### src/rtl/led_beacon_pkg.sv
package led_beacon_pkg;

  localparam int NUM_LEDS = 2;

  // Selector codes shared by the datapath and the documentation.
  typedef enum logic [3:0] {
    SRC_LINK       = 4'd0,
    SRC_TX         = 4'd1,
    SRC_RX         = 4'd2,
    SRC_COL        = 4'd3,
    SRC_DUPLEX     = 4'd4,
    SRC_TXRX       = 4'd5,
    SRC_LINK_DOWN  = 4'd6,
    SRC_ON         = 4'd8,
    SRC_OFF        = 4'd9,
    SRC_BLINK_FAST = 4'd10,
    SRC_BLINK_SLOW = 4'd11
  } ledSrc_e;

  // Strobes from the control module to the datapath.
  typedef struct packed {
    logic sample;     // latch the polarity this cycle
    logic ready;      // polarity is known
    logic tick;       // millisecond tick
    logic slowPhase;  // slow blink level
    logic fastPhase;  // fast blink level
  } ledStrobes_t;

endpackage

### src/rtl/led_beacon_ctrl.sv
module led_beacon_ctrl
  import led_beacon_pkg::*;
#(
  parameter int SENSE_CYCLES = 8,
  parameter int FAST_HALF    = 50
) (
  input  logic        clk,
  input  logic        rstN,
  input  logic        msTick,
  output ledStrobes_t strobes
);

  localparam int SLOW_HALF   = 2 * FAST_HALF;
  localparam int SLOW_PERIOD = 2 * SLOW_HALF;
  localparam int PW          = $clog2(SLOW_PERIOD + 1);
  localparam int SW          = $clog2(SENSE_CYCLES + 1);

  logic [SW-1:0] senseCnt;
  logic          ready;
  logic          sampleNow;
  logic [PW-1:0] blinkCnt;

  assign sampleNow = !ready && (senseCnt == SW'(SENSE_CYCLES - 1));

  // Settle window after reset; the polarity is sampled at its end.
  always_ff @(posedge clk or negedge rstN) begin
    if (!rstN) begin
      senseCnt <= '0;
      ready    <= 1'b0;
    end else if (!ready) begin
      if (sampleNow) ready <= 1'b1;
      else           senseCnt <= senseCnt + 1'b1;
    end
  end

  // Free-running blink phase counter, advanced by the millisecond tick.
  always_ff @(posedge clk or negedge rstN) begin
    if (!rstN) begin
      blinkCnt <= '0;
    end else if (msTick) begin
      if (blinkCnt == PW'(SLOW_PERIOD - 1)) blinkCnt <= '0;
      else                                  blinkCnt <= blinkCnt + 1'b1;
    end
  end

  always_comb begin
    strobes.sample    = sampleNow;
    strobes.ready     = ready;
    strobes.tick      = msTick;
    strobes.slowPhase = (blinkCnt < PW'(SLOW_HALF));
    strobes.fastPhase = (blinkCnt < PW'(FAST_HALF)) ||
                        ((blinkCnt >= PW'(SLOW_HALF)) &&
                         (blinkCnt < PW'(SLOW_HALF + FAST_HALF)));
  end

endmodule

### src/rtl/led_beacon_stretch.sv
module led_beacon_stretch #(
  parameter int CW = 8
) (
  input  logic          clk,
  input  logic          rstN,
  input  logic          tick,
  input  logic          evt,
  input  logic          en,
  input  logic [CW-1:0] len,
  output logic          lit
);

  logic [CW-1:0] holdCnt;

  // An event (re)loads the full length; ticks count it down.
  always_ff @(posedge clk or negedge rstN) begin
    if (!rstN)                        holdCnt <= '0;
    else if (evt)                     holdCnt <= len;
    else if (tick && holdCnt != '0)   holdCnt <= holdCnt - 1'b1;
  end

  assign lit = evt || (en && (holdCnt != '0));

endmodule

### src/rtl/led_beacon_path.sv
module led_beacon_path
  import led_beacon_pkg::*;
#(
  parameter int NORM_LEN = 40,
  parameter int MED_LEN  = 70,
  parameter int LONG_LEN = 140
) (
  input  logic                     clk,
  input  logic                     rstN,
  input  ledStrobes_t              strobes,
  input  logic                     linkUp,
  input  logic                     txActive,
  input  logic                     rxActive,
  input  logic                     collision,
  input  logic                     fullDuplex,
  input  logic [NUM_LEDS-1:0][3:0] cfg,
  input  logic                     stretchEn,
  input  logic [1:0]               stretchSel,
  input  logic [NUM_LEDS-1:0]      sense,
  output logic [NUM_LEDS-1:0]      pinOut,
  output logic [NUM_LEDS-1:0]      pinOe,
  output logic                     duplexDefault
);

  localparam int CW = $clog2(LONG_LEN + 1);

  logic [NUM_LEDS-1:0] polSink;
  logic [CW-1:0]       stretchLen;

  always_comb begin
    case (stretchSel)
      2'd0:    stretchLen = CW'(NORM_LEN);
      2'd1:    stretchLen = CW'(MED_LEN);
      default: stretchLen = CW'(LONG_LEN);
    endcase
  end

  // Wiring polarity, captured once per reset.
  always_ff @(posedge clk or negedge rstN) begin
    if (!rstN)               polSink <= '0;
    else if (strobes.sample) polSink <= sense;
  end

  assign duplexDefault = polSink[NUM_LEDS-1];

  for (genvar i = 0; i < NUM_LEDS; i++) begin : g_led
    logic actEvt;
    logic stretched;
    logic litNow;

    always_comb begin
      case (cfg[i])
        SRC_TX:   actEvt = txActive;
        SRC_RX:   actEvt = rxActive;
        SRC_COL:  actEvt = collision;
        SRC_TXRX: actEvt = txActive || rxActive;
        default:  actEvt = 1'b0;
      endcase
    end

    led_beacon_stretch #(.CW(CW)) stretch_i (
      .clk  (clk),
      .rstN (rstN),
      .tick (strobes.tick),
      .evt  (actEvt),
      .en   (stretchEn),
      .len  (stretchLen),
      .lit  (stretched)
    );

    always_comb begin
      case (cfg[i])
        SRC_LINK:                         litNow = linkUp;
        SRC_TX, SRC_RX, SRC_COL, SRC_TXRX: litNow = stretched;
        SRC_DUPLEX:                       litNow = fullDuplex;
        SRC_LINK_DOWN:                    litNow = !linkUp;
        SRC_ON:                           litNow = 1'b1;
        SRC_BLINK_FAST:                   litNow = strobes.fastPhase;
        SRC_BLINK_SLOW:                   litNow = strobes.slowPhase;
        default:                          litNow = 1'b0;
      endcase
    end

    always_ff @(posedge clk or negedge rstN) begin
      if (!rstN) begin
        pinOut[i] <= 1'b0;
        pinOe[i]  <= 1'b0;
      end else begin
        pinOe[i]  <= strobes.ready;
        pinOut[i] <= strobes.ready && (litNow ^ polSink[i]);
      end
    end
  end

endmodule

### src/rtl/led_beacon_top.sv
module led_beacon_top
  import led_beacon_pkg::*;
#(
  parameter int SENSE_CYCLES = 8,
  parameter int FAST_HALF    = 50,
  parameter int NORM_LEN     = 40,
  parameter int MED_LEN      = 70,
  parameter int LONG_LEN     = 140
) (
  input  logic       clk,
  input  logic       rstN,
  input  logic       msTick,
  input  logic       linkUp,
  input  logic       txActive,
  input  logic       rxActive,
  input  logic       collision,
  input  logic       fullDuplex,
  input  logic [3:0] cfgA,
  input  logic [3:0] cfgB,
  input  logic       stretchEn,
  input  logic [1:0] stretchSel,
  input  logic       senseA,
  input  logic       senseB,
  output logic       ledAOut,
  output logic       ledAOe,
  output logic       ledBOut,
  output logic       ledBOe,
  output logic       duplexDefault
);

  ledStrobes_t               strobes;
  logic [NUM_LEDS-1:0][3:0]  cfgAll;
  logic [NUM_LEDS-1:0]       senseAll;
  logic [NUM_LEDS-1:0]       pinOut;
  logic [NUM_LEDS-1:0]       pinOe;

  assign cfgAll   = {cfgB, cfgA};
  assign senseAll = {senseB, senseA};

  led_beacon_ctrl #(
    .SENSE_CYCLES (SENSE_CYCLES),
    .FAST_HALF    (FAST_HALF)
  ) ctrl_i (
    .clk     (clk),
    .rstN    (rstN),
    .msTick  (msTick),
    .strobes (strobes)
  );

  led_beacon_path #(
    .NORM_LEN (NORM_LEN),
    .MED_LEN  (MED_LEN),
    .LONG_LEN (LONG_LEN)
  ) path_i (
    .clk           (clk),
    .rstN          (rstN),
    .strobes       (strobes),
    .linkUp        (linkUp),
    .txActive      (txActive),
    .rxActive      (rxActive),
    .collision     (collision),
    .fullDuplex    (fullDuplex),
    .cfg           (cfgAll),
    .stretchEn     (stretchEn),
    .stretchSel    (stretchSel),
    .sense         (senseAll),
    .pinOut        (pinOut),
    .pinOe         (pinOe),
    .duplexDefault (duplexDefault)
  );

  assign ledAOut = pinOut[0];
  assign ledBOut = pinOut[1];
  assign ledAOe  = pinOe[0];
  assign ledBOe  = pinOe[1];

endmodule

### config.mk
export PLATFORM = sky130hd
export DESIGN_NAME = led_beacon_top
export DESIGN_NICKNAME = d
export VERILOG_FILES = /design/src/rtl/led_beacon_pkg.sv /design/src/rtl/led_beacon_ctrl.sv /design/src/rtl/led_beacon_stretch.sv /design/src/rtl/led_beacon_path.sv /design/src/rtl/led_beacon_top.sv
export SDC_FILE = /design/constraint.sdc
export NUM_CORES = 1
export LEC_CHECK = 0
export BUFFER_PORTS_ARGS = -buffer_cell sky130_fd_sc_hd__buf_4
export CAP_MARGIN = 10
export CORE_MARGIN = 1.5
export CORE_UTILIZATION = 24
export DETAILED_ROUTE_END_ITERATION = 6
export PLACE_DENSITY = 0.42
export SETUP_SLACK_MARGIN = 0.1
export SKIP_LAST_GASP = 1
export SLEW_MARGIN = 0
export SYNTH_ARGS = -nofsm -noshare
export SYNTH_HDL_FRONTEND = slang
export SYNTH_HIERARCHICAL = 1
export SYNTH_SLANG_ARGS = --single-unit
### constraint.sdc
create_clock -name clk -period 2.66 [get_ports clk]
set_input_delay 0.532 -clock clk [delete_from_list [all_inputs] [get_ports clk]]
set_output_delay 0.532 -clock clk [all_outputs]
set_load 0.01 [all_outputs]
==> results.md, run 1 <==
* Proportion of layout cells with a drive suffix above 1 at 19.9%
* Final wirelength at roughly 5.7 mm
* Antenna cell count at 0
* Die height at 101 um
* Worst slack, placed at 340 ps
* Share of power burned in the clock network at 26.8%
* Post-CTS Setup Inserts at 0
* LEAKAGE at 1.08 nW
* Post-layout worst setup margin at 447 ps
* Total number of vias at 1,946
* # rows at 35
* Horizontal die dimension at roughly 100 um
* Placed cell areas at 2600 um2
* Post-synthesis average cell area at 8.95 um2
* First-pass GRT wire length at about 9.2 mm
* Max Root-Sink Buffers at 2
* Syn Inst Count at 256
* Unrepaired setup endpoints after global routing: false
* Arrival time at the worst endpoint at 2410 ps
* Largest vdd supply drop at 0.278 mV
* Cts hold-fix bufs at 0
* Type of the worst setup path: register to register
* GR Util All Layers at between 10% and 20%
* Total core area at 9240 um2
* Setup slack on the worst flop-to-flop path at between 400 and 500 ps
* Depth of the most critical reg-to-reg path at 9
* Placer congestion estimate at a little under 0.8
* Signed area change from the synthesized netlist to the final layout at 19.3%
* Worst hold slack at ~190 ps
* HPWL Detailed at 4.22 mm
* Number of global-route vias before repair at 1,804
* Latest clock arrival within the worst-skew pair at 290 ps
* Portion of total power attributed to combinational logic at 31.4%
* Number of synthesized register bits at 34
* Max frequency at 0.452 GHz
* Clock-pin transition on the worst setup and hold timing paths at 80 ps
* Count of input and output buffers at 25
* CP Data Required Time at 2860 ps
* Area of all placed cells without fillers at 2730 um2
* Initial antenna violation count at 0
* Worst r2r dst: path_i/pinOut[1]
* CTS tree: yes
* Fin crit share at 83.2%
* FFs w/ async S/R, synth at 100%
* Worst max-slew margin expressed relative to the limit at 57.8%
* Number of H-tree levels at 2
* Nature of the critical path startpoint: register
* Post-detailed-route DRC marker count at 0
* Final ANT Viol Nets at 0
* Number of hold-slack violations in the final timing report at 0
* Sequential element share of the synthesized area at 37.1%
* Transition time at the pin with the least slew margin at between 600 and 700 ps
* Net switching fraction of the power at 36.7%
* Leading cell type in the layout, fill and taps excluded: dfrtp_1
* Overflow left after global routing at 0
* Switching power at 0.000805 W
* Critical path's slowest cell: or3b_2
* Count of max-cap constraint violations at 0
* Internal power component at 0.00139 W
* Slowest stage delay, CP at 520 ps
* Main synth FF type: dfrtp_1
* Post-synth design cell area at 2290 um2
* Buffer and inverter count on the worst path at 2
* Result of the run: finished, final reports clean
* Sequential Power Share at 41.8%
* Routed vias/inst at 4.73
* Min Clock Period, post-route at ~2200 ps
* Resize count post-CTS at 0
* TritonCTS sink count at 34
* Crit path max fanout at 5
* Areal power density over the cells at 802 nW/um2
* Most used cells in the layout excluding fill and tap cells: 34 x dfrtp_1, 29 x nand2_1, 28 x buf_4
* Stages on worst setup path at 9
* Die footprint at 10,100 um2
* Number of ports placed on the die boundary at 26
* Critical path endpoint category: register
* Distinct cell type count after synthesis at 56
* Worst r2r src: path_i/g_led[1].stretch_i/holdCnt[0]
* Clk Tree Root Cell: clkbuf_8
* Filler instances at slightly below 1,000
* Cell Chain, Critical Path: inv_1 > ha_1 > or3b_2 > o21ai_0 > nand2_1 > inv_1 > a2111oi_0 > o31a_1 > nor3b_1
* Worst-case clock skew at 10.0 ps
* Setup TNS after final layout at 0 ps
* Post-layout utilization of the core at 29.6%
* Detailed Route Iter0 Violations at 93
* Layout Nets at 308
* Number of enable flip-flop cells after synthesis at 0
* Top cell family by delay on the critical path: simple AND/OR/NAND/NOR gates
* Worst min-delay path category: input port to async pin
* Routed length per instance at 13.8 um
* Yosys warning count at 6
* Pin count of the biggest net entering global routing at 35
* Count of final setup violators at 0
* Initial core utilization at 24.8%
* First drt pass iteration count at 4
* Total CTS buffers at 5
* Number of slew-limit violations in the final report at 0
* Most frequent CP cell: inv_1
Yosys cell counts, drive strengths merged, types with 5 or more instances:
library cell	number	area share, %
nand2	29	4.8
nor2b	6	1.6
a21oi	5	1.1
nor3	5	1.1
xnor2	5	1.9
mux2	5	2.5
nor3b	8	2.6
clkbuf	7	1.3
nor2	19	3.1
a31oi	9	2.5
o211ai	9	2.9
inv	20	3.3
nor4	5	1.9
dfrtp	34	37
o21ai	10	2.2
ha	6	3.3
buf	6	2.1
sequential cells by signal, summed over array words and instances (netlist names):
name	count
path_i/polSink	2
path_i/pinOe	1
path_i/pinOut	2
path_i/g_led.stretch_i/holdCnt	16
ctrl_i/ready	1
ctrl_i/blinkCnt	8
ctrl_i/senseCnt	4
per-layer routing:
| layer | up-vias | part of all wire, % | track usage (%) |
|---|---|---|---|
| met5 | - | 0 | 0 |
| li1 | 990 | - | - |
| met3 | 2 | 2.9 | 1.94 |
| met2 | 22 | 42 | 16.4 |
| met1 | 932 | 55 | 17.7 |
| met4 | 0 | 0.51 | 3.03 |
worst max-delay path by stage:
stage          slack (ps)               end                                  from
2_1_floorplan         180  path_i/pinOut[1]                               cfgB[1]
3_3_place_gp          220  path_i/pinOut[1]                               cfgB[2]
3_5_place_dp          340  path_i/pinOut[1]                               cfgB[2]
4_1_cts               470  path_i/pinOut[1]  path_i/g_led[1].stretch_i/holdCnt[0]
5_1_grt               260  path_i/pinOut[0]  path_i/g_led[0].stretch_i/holdCnt[0]
6_report              450  path_i/pinOut[1]  path_i/g_led[1].stretch_i/holdCnt[0]
final cells by class:
cell class	count	area, um2	share of cell area, %
Clock inverter	3	68.8	2.52
Tap cell	129	161	5.90
Sequential cell	34	851	31.1
Timing Repair Buffer	28	210	7.69
Inverter	20	75.1	2.75
Multi-Input combinational cell	192	1300	47.5
Clock buffer	5	68.8	2.52
cell families (layout without fill, tap and decap cells):
kind of cell | Yosys count | in the layout | synth area share [%]
xor gates and xnor gates | 7 | 7 | 2.68
buffers and inverters | 33 | 56 | 6.66
other | 1 | 4 | 0.164
adders and majority gates | 6 | 6 | 3.28
and+or+nand+nor | 105 | 105 | 26.3
DFF | 34 | 34 | 37.1
AOI/OAI and AO/OA | 65 | 65 | 21.4
muxes | 5 | 5 | 2.46
power groups by stage:
stage / combinational, W / clock, W / sequential [W]
final: 0.000689 / 0.000587 / 0.000916
after global routing: 0.000781 / 0.000628 / 0.000950
after CTS: 0.000695 / 0.000607 / 0.000913
after detailed placement: 0.000690 / 0 / 0.000922
after global placement: 0.000691 / 0 / 0.000930
after floorplan: 0.000563 / 0 / 0.000845
metrics by stage:
stage | cells | total power, W
2_1_floorplan | 259 | 0.00141
3_3_place_gp | 403 | 0.00162
3_5_place_dp | 403 | 0.00161
4_1_cts | 411 | 0.00221
5_1_grt | 411 | 0.00236
6_report | 411 | 0.00219
Note: power is estimated with default switching activity, not from simulation.
==> inputs of run 2 (changes only) <==
clock period = 2.1 ns   (was 2.66 ns; I/O delays follow)
==> run 2 against run 1 <==
  * Largest cell class unchanged
  * Die area unchanged
  * First-iteration DRC count increased by 3.2%
  * Highest routed layer unchanged
  * Worst hold slack got worse by 110 ps
  * Sequential power increased by 16%
  * Maximum frequency increased by 16%
  * Worst setup slack got worse by 260 ps
  * Sequential cell count unchanged
  * Critical endpoint is now path_i/pinOut[0]
  * Final cell count increased by 6.8%
  * Cell area increased by 10%
  * Via count increased by 7.3%
==> results.md, run 2 (synthesis results as in run 1) <==
* Setup TNS after final layout at 0 ps
* Fin crit share at approximately nine tenths
* Total core area at 9240 um2
* Switching power at 0.00116 W
* Sequential Power Share at 35.6%
* Nature of the critical path startpoint: register
* Largest registers: path_i/g_led.stretch_i/holdCnt: 16 flops, ctrl_i/blinkCnt: 8 flops, ctrl_i/senseCnt: 4 flops
* Initial antenna violation count at 0
* Total CTS buffers at 5
* Layout Nets at ~340
* HPWL Detailed at 4.31 mm
* Number of H-tree levels at 2
* Arrival time at the worst endpoint at 2100 ps
* Final ANT Viol Nets at 0
* Critical path endpoint category: register
* Largest vdd supply drop at 0.373 mV
* Die footprint at 10,100 um2
* Transition time at the pin with the least slew margin at 530 ps
* Number of hold-slack violations in the final timing report at 0
* Proportion of layout cells with a drive suffix above 1 at 33.2%
* Clock-pin transition on the worst setup and hold timing paths at 80 ps
* Min Clock Period, post-route at 1920 ps
* # rows at 35
* Worst slack, placed at 76.0 ps
* Routed vias/inst at ~4.8
* CTS tree: yes
* Count of input and output buffers at 25
* GR Util All Layers at about 13%
* Unrepaired setup endpoints after global routing: true
* Post-detailed-route DRC marker count at 0
* First-pass GRT wire length at 10.1 mm
* Worst min-delay path category: input port to async pin
* Worst max-slew margin expressed relative to the limit at 64.6%
* Final wirelength at 5.96 mm
* Number of global-route vias before repair at 2,015
* Portion of total power attributed to combinational logic at 46.8%
* Max frequency at 0.522 GHz
* Placer congestion estimate at 0.781
* Clk Tree Root Cell: clkbuf_8
* Count of max-cap constraint violations at 0
* Total number of vias at between 2,000 and 2,500
* Internal power component at 0.00182 W
* Register bank with the most flops: path_i/g_led.stretch_i/holdCnt
* Crit path max fanout at 4
* Signed area change from the synthesized netlist to the final layout at 31.7%
* Type of the worst setup path: register to register
* Max reg flops at 16
* Net switching fraction of the power at roughly two fifths
* Pin count of the biggest net entering global routing at 35
* Initial core utilization at 24.8%
* Latest clock arrival within the worst-skew pair at a little under 300 ps
* Result of the run: finished, final reports clean
* Overflow left after global routing at 0
* CP Data Required Time at about 2300 ps
* Die height at approximately 100 um
* Share of power burned in the clock network at 17.6%
* Most used cells in the layout excluding fill and tap cells: 56 x buf_4, 33 x dfrtp_1, 27 x nand2_1
* Post-layout worst setup margin at 185 ps
* Max Root-Sink Buffers at 2
* LEAKAGE at 1.21 nW
* First drt pass iteration count at 4
* Worst hold slack at 83.0 ps
* Count of final setup violators at 0
* Number of ports placed on the die boundary at 26
* Horizontal die dimension at 101 um
* Antenna cell count at 0
* Routed length per instance at 13.6 um
* Number of slew-limit violations in the final report at 0
* Worst-case clock skew at between 9 and 10 ps
* Detailed Route Iter0 Violations at 96
* Leading cell type in the layout, fill and taps excluded: buf_4
* Critical path's slowest cell: or3_4
* Areal power density over the cells at 987 nW/um2
* Post-layout utilization of the core at 32.7%
* Slowest stage delay, CP at 430 ps
* Cell Chain, Critical Path: or3_4 > a31oi_4 > nand2_2 > a2111oi_4 > a211oi_2 > xnor2_1 > and2_1
* TritonCTS sink count at 34
* Post-layout total power at 0.00298 W
[run 2: changes by cell type in the layout (fill, tap and decap cells not counted), moves of 4 or more]
| cell | previous run | this run |
|---|---|---|
| buf_4 | 28 | 56 |
| inv_1 | 20 | 15 |
| inv_2 | 0 | 5 |
| o21ai_0 | 9 | 5 |
[run 2: worst paths after layout]
| kind | startpoint | endpoint | slack, ps | depth (start not counted) |
|---|---|---|---|---|
| max in group asynchronous | rstN | ctrl_i/blinkCnt[5] | 1660 | 1 |
| worst min register to register | ctrl_i/senseCnt[3] | ctrl_i/senseCnt[3] | 500 | 1 |
| worst min-delay path | rstN | path_i/g_led[0].stretch_i/holdCnt[3] | 80 | 1 |
| worst max register to register | ctrl_i/blinkCnt[3] | path_i/pinOut[0] | 180 | 7 |
| worst max-delay path | ctrl_i/blinkCnt[3] | path_i/pinOut[0] | 180 | 7 |
| min in group clk | senseA | path_i/polSink[0] | 360 | 2 |
[run 2: power groups by stage]
| stage | clock network, W | registers, W | logic, W |
|---|---|---|---|
| global route | 0.000577 | 0.00109 | 0.00155 |
| CTS | 0.000555 | 0.00105 | 0.00125 |
| detailed placement | 0 | 0.00106 | 0.00122 |
| global placement | 0 | 0.00106 | 0.00124 |
| finish | 0.000525 | 0.00106 | 0.00139 |
| floorplan | 0 | 0.00107 | 0.000725 |
[run 2: stage by stage]
| stage | std cells | cell area (um2) |
|---|---|---|
| global placement | 427 | 2800 |
| CTS | 435 | 2910 |
| finish | 439 | 3020 |
| detailed placement | 427 | 2800 |
| floorplan | 259 | 2360 |
| global route | 439 | 3020 |
[run 2: metal layers]
metal / up-vias / wire [um] / share of wire [%] / global-route usage [%]
li1: 1047 / - / - / -
met1: 1002 / 2900 / 49 / 17.3
met2: 32 / 2810 / 47 / 20.1
met3: 7 / 188 / 3.2 / 2.36
met4: 0 / 61 / 1.0 / 4.12
met5: - / 0 / 0 / 0
[run 2: worst max-delay path: cells and delay by family (launching register included)]
family | cells | cell delay (ps)
xor+xnor | 1 | 130
simple gates | 3 | 650
compound gates | 3 | 630
flops | 1 | 400
[run 2: cell type report]
type                       instances  area [um2]
clock buffer                       6        82.6
multi-input combinational        192        1410
tap                              129         161
inverter                          20        75.1
timing repair buffer              56         420
clock inverter                     2        12.5
sequential                        34         852
fill                             964        6220
[run 2: what timing repair did]
item | 4_1_cts | 5_1_grt
gates resized for setup | 5 | 21
pin swaps | 0 | 9
endpoints found under the setup margin | 2 | 2
setup buffers | 0 | 4
hold buffers | 0 | 0
==> inputs of run 3 (changes only) <==
PLACE_DENSITY = 0.43   (was 0.42)
clock period = 1.55 ns   (was 2.1 ns; I/O delays follow)
==> run 3 against run 2 <==
  * The run now ends with negative setup slack left
  * Total power is 59% higher
  * Clock-buffer cell count unchanged
  * Non-clock buffer count grew 44
  * Via count rose by 7.7%
  * Critical path type unchanged
==> results.md, run 3 (synthesis results as in run 1) <==
* Total CTS buffers at 5
* CTS tree: yes
* Final ANT Viol Nets at 0
* Clock-pin transition on the worst setup and hold timing paths at 80 ps
* # rows at 35
* Routed length per instance at 14.0 um
* Largest registers: path_i/g_led.stretch_i/holdCnt: 16 flops, ctrl_i/blinkCnt: 8 flops, ctrl_i/senseCnt: 4 flops
* Layout Nets at 380
* Count of max-cap constraint violations at 0
* Fin crit share at 121%
* Most used cells in the layout excluding fill and tap cells: 86 x buf_4, 33 x dfrtp_1, 25 x nand2_1
* Latest clock arrival within the worst-skew pair at roughly 300 ps
* Critical path startpoint: path_i/g_led[0].stretch_i/holdCnt[0]
* Area of all placed cells without fillers at 3530 um2
* Routed vias/inst at 4.65
* Number of slew-limit violations in the final report at 0
* Total number of vias at roughly 2,200
* Max Root-Sink Buffers at 2
* Type of the worst setup path: register to register
* Buffer and inverter count on the worst path at 1
* Die height at around 100 um
* Detailed Route Iter0 Violations at 50
* Cell Chain, Critical Path: inv_2 > ha_4 > or3b_4 > o21ai_2 > nand2_1 > o2111a_1 > a211oi_2 > xnor2_1 > and2_1
* Nature of the critical path startpoint: register
* Initial antenna violation count at 0
* Die footprint at 10,100 um2
* Max frequency at 0.535 GHz
* Post-detailed-route DRC marker count at 0
* Worst hold slack at 250 ps
* Areal power density over the cells at 1340 nW/um2
* Count of final setup violators at 8
* Number of H-tree levels at 2
* Setup TNS after final layout at -1010 ps
* Result of the run: finished with violations
* Total core area at 9240 um2
* Leading cell type in the layout, fill and taps excluded: buf_4
* Proportion of layout cells with a drive suffix above 1 at 45.8%
* CP Data Required Time at ~1700 ps
* Signed area change from the synthesized netlist to the final layout at 54.2%
* TritonCTS sink count at 34
* Overflow left after global routing at 0
* First-pass GRT wire length at 10.9 mm
* Worst min-delay path category: input port to register
* Critical path endpoint category: register
* Violations in the final reports: negative setup slack
* Count of input and output buffers at 25
* Post-layout worst setup margin at -320 ps
* Worst-case clock skew at 9.03 ps
* Pin count of the biggest net entering global routing at 35
* Launch point of the worst hold path: senseA
* Largest vdd supply drop at between 0.5 and 0.6 mV
* Critical path's slowest cell: or3b_4
* HPWL Detailed at ~4.8 mm
* Horizontal die dimension at a little over 100 um
* Max reg flops at 16
* Antenna cell count at 0
* Arrival time at the worst endpoint at 2050 ps
* Initial core utilization at 24.8%
* Worst r2r src: path_i/g_led[0].stretch_i/holdCnt[0]
* Post-layout utilization of the core at 38.2%
* Slowest stage delay, CP at roughly 400 ps
* Clk Tree Root Cell: clkbuf_8
* Filler instances at 957
* Unrepaired setup endpoints after global routing: true
* Number of global-route vias before repair at 2,171
* Register bank with the most flops: path_i/g_led.stretch_i/holdCnt
* Crit path max fanout at 2
* Placed cell areas at approximately 3100 um2
* LEAKAGE at between 1 and 1.5 nW
* Min Clock Period, post-route at around 1900 ps
* Final wirelength at 6.74 mm
* Number of ports placed on the die boundary at 26
* Placer congestion estimate at 0.798
* GR Util All Layers at 13.7%
* Number of hold-slack violations in the final timing report at 0
* Top cell family by delay on the critical path: simple AND/OR/NAND/NOR gates
* First drt pass iteration count at 4
## run 3: changes by cell type in the layout (fill, tap and decap cells not counted), sizes merged
cell | before | now
buf | 56 | 99
dlygate4sd3 | 0 | 1
## run 3: power by group
group	switching [W]	leakage, nW	internal [W]
combinational	0.00121	1.05	0.00142
sequential	0.000219	0.384	0.00117
clock	0.000372	0.0472	0.000358
## run 3: timing repair
action | CTS | global route
hold buffers | 1 | 0
pin swaps | 18 | 28
endpoints found under the setup margin | 15 | 21
gates resized for setup | 35 | 25
hold endpoints to repair | 26 | 0
buffers inserted | 6 | 11
## run 3: path summary, 6_finish.rpt
check	endpoint	slack, ps	cells after the start
hold / removal	path_i/polSink[0]	250	2
max in group asynchronous	ctrl_i/blinkCnt[4]	680	2
min in group asynchronous	path_i/g_led[0].stretch_i/holdCnt[0]	520	2
setup / recovery	path_i/pinOut[0]	-320	9
setup reg to reg	path_i/pinOut[0]	-320	9
hold reg to reg	ctrl_i/senseCnt[3]	510	1
## run 3: area by class of cell
cell class / count / area (um2) / area share, %
multi-input cells: 192 / 1550 / 43.8
flip-flops and latches: 34 / 852 / 24.1
repair buffers: 100 / 802 / 22.7
well taps: 129 / 161 / 4.57
clock buffers: 6 / 82.6 / 2.34
inverters: 20 / 75.1 / 2.12
clock inverters: 2 / 12.5 / 0.354
## run 3: through the flow
stage | power [W] | setup slack, ps | instances
3_5_place_dp | 0.00348 | -422 | 466
6_report | 0.00475 | -320 | 483
4_1_cts | 0.00453 | -318 | 477
2_1_floorplan | 0.00247 | -359 | 259
5_1_grt | 0.00510 | -396 | 483
3_3_place_gp | 0.00348 | -397 | 466
## run 3: metal layers
layer	part of all wire [%]	global-route usage [%]
met1	49	18.8
met2	48	21.9
met3	2.5	2.36
met4	1.2	4.01
met5	0	0
## run 3: worst register-to-register path: cells and delay by family (launching register included)
family          cells  cell delay, ps
compound gates      3             430
xor+xnor            1              90
fa+ha+maj           1             140
buf+inv             1              90
flops               1             390
simple gates        3             620
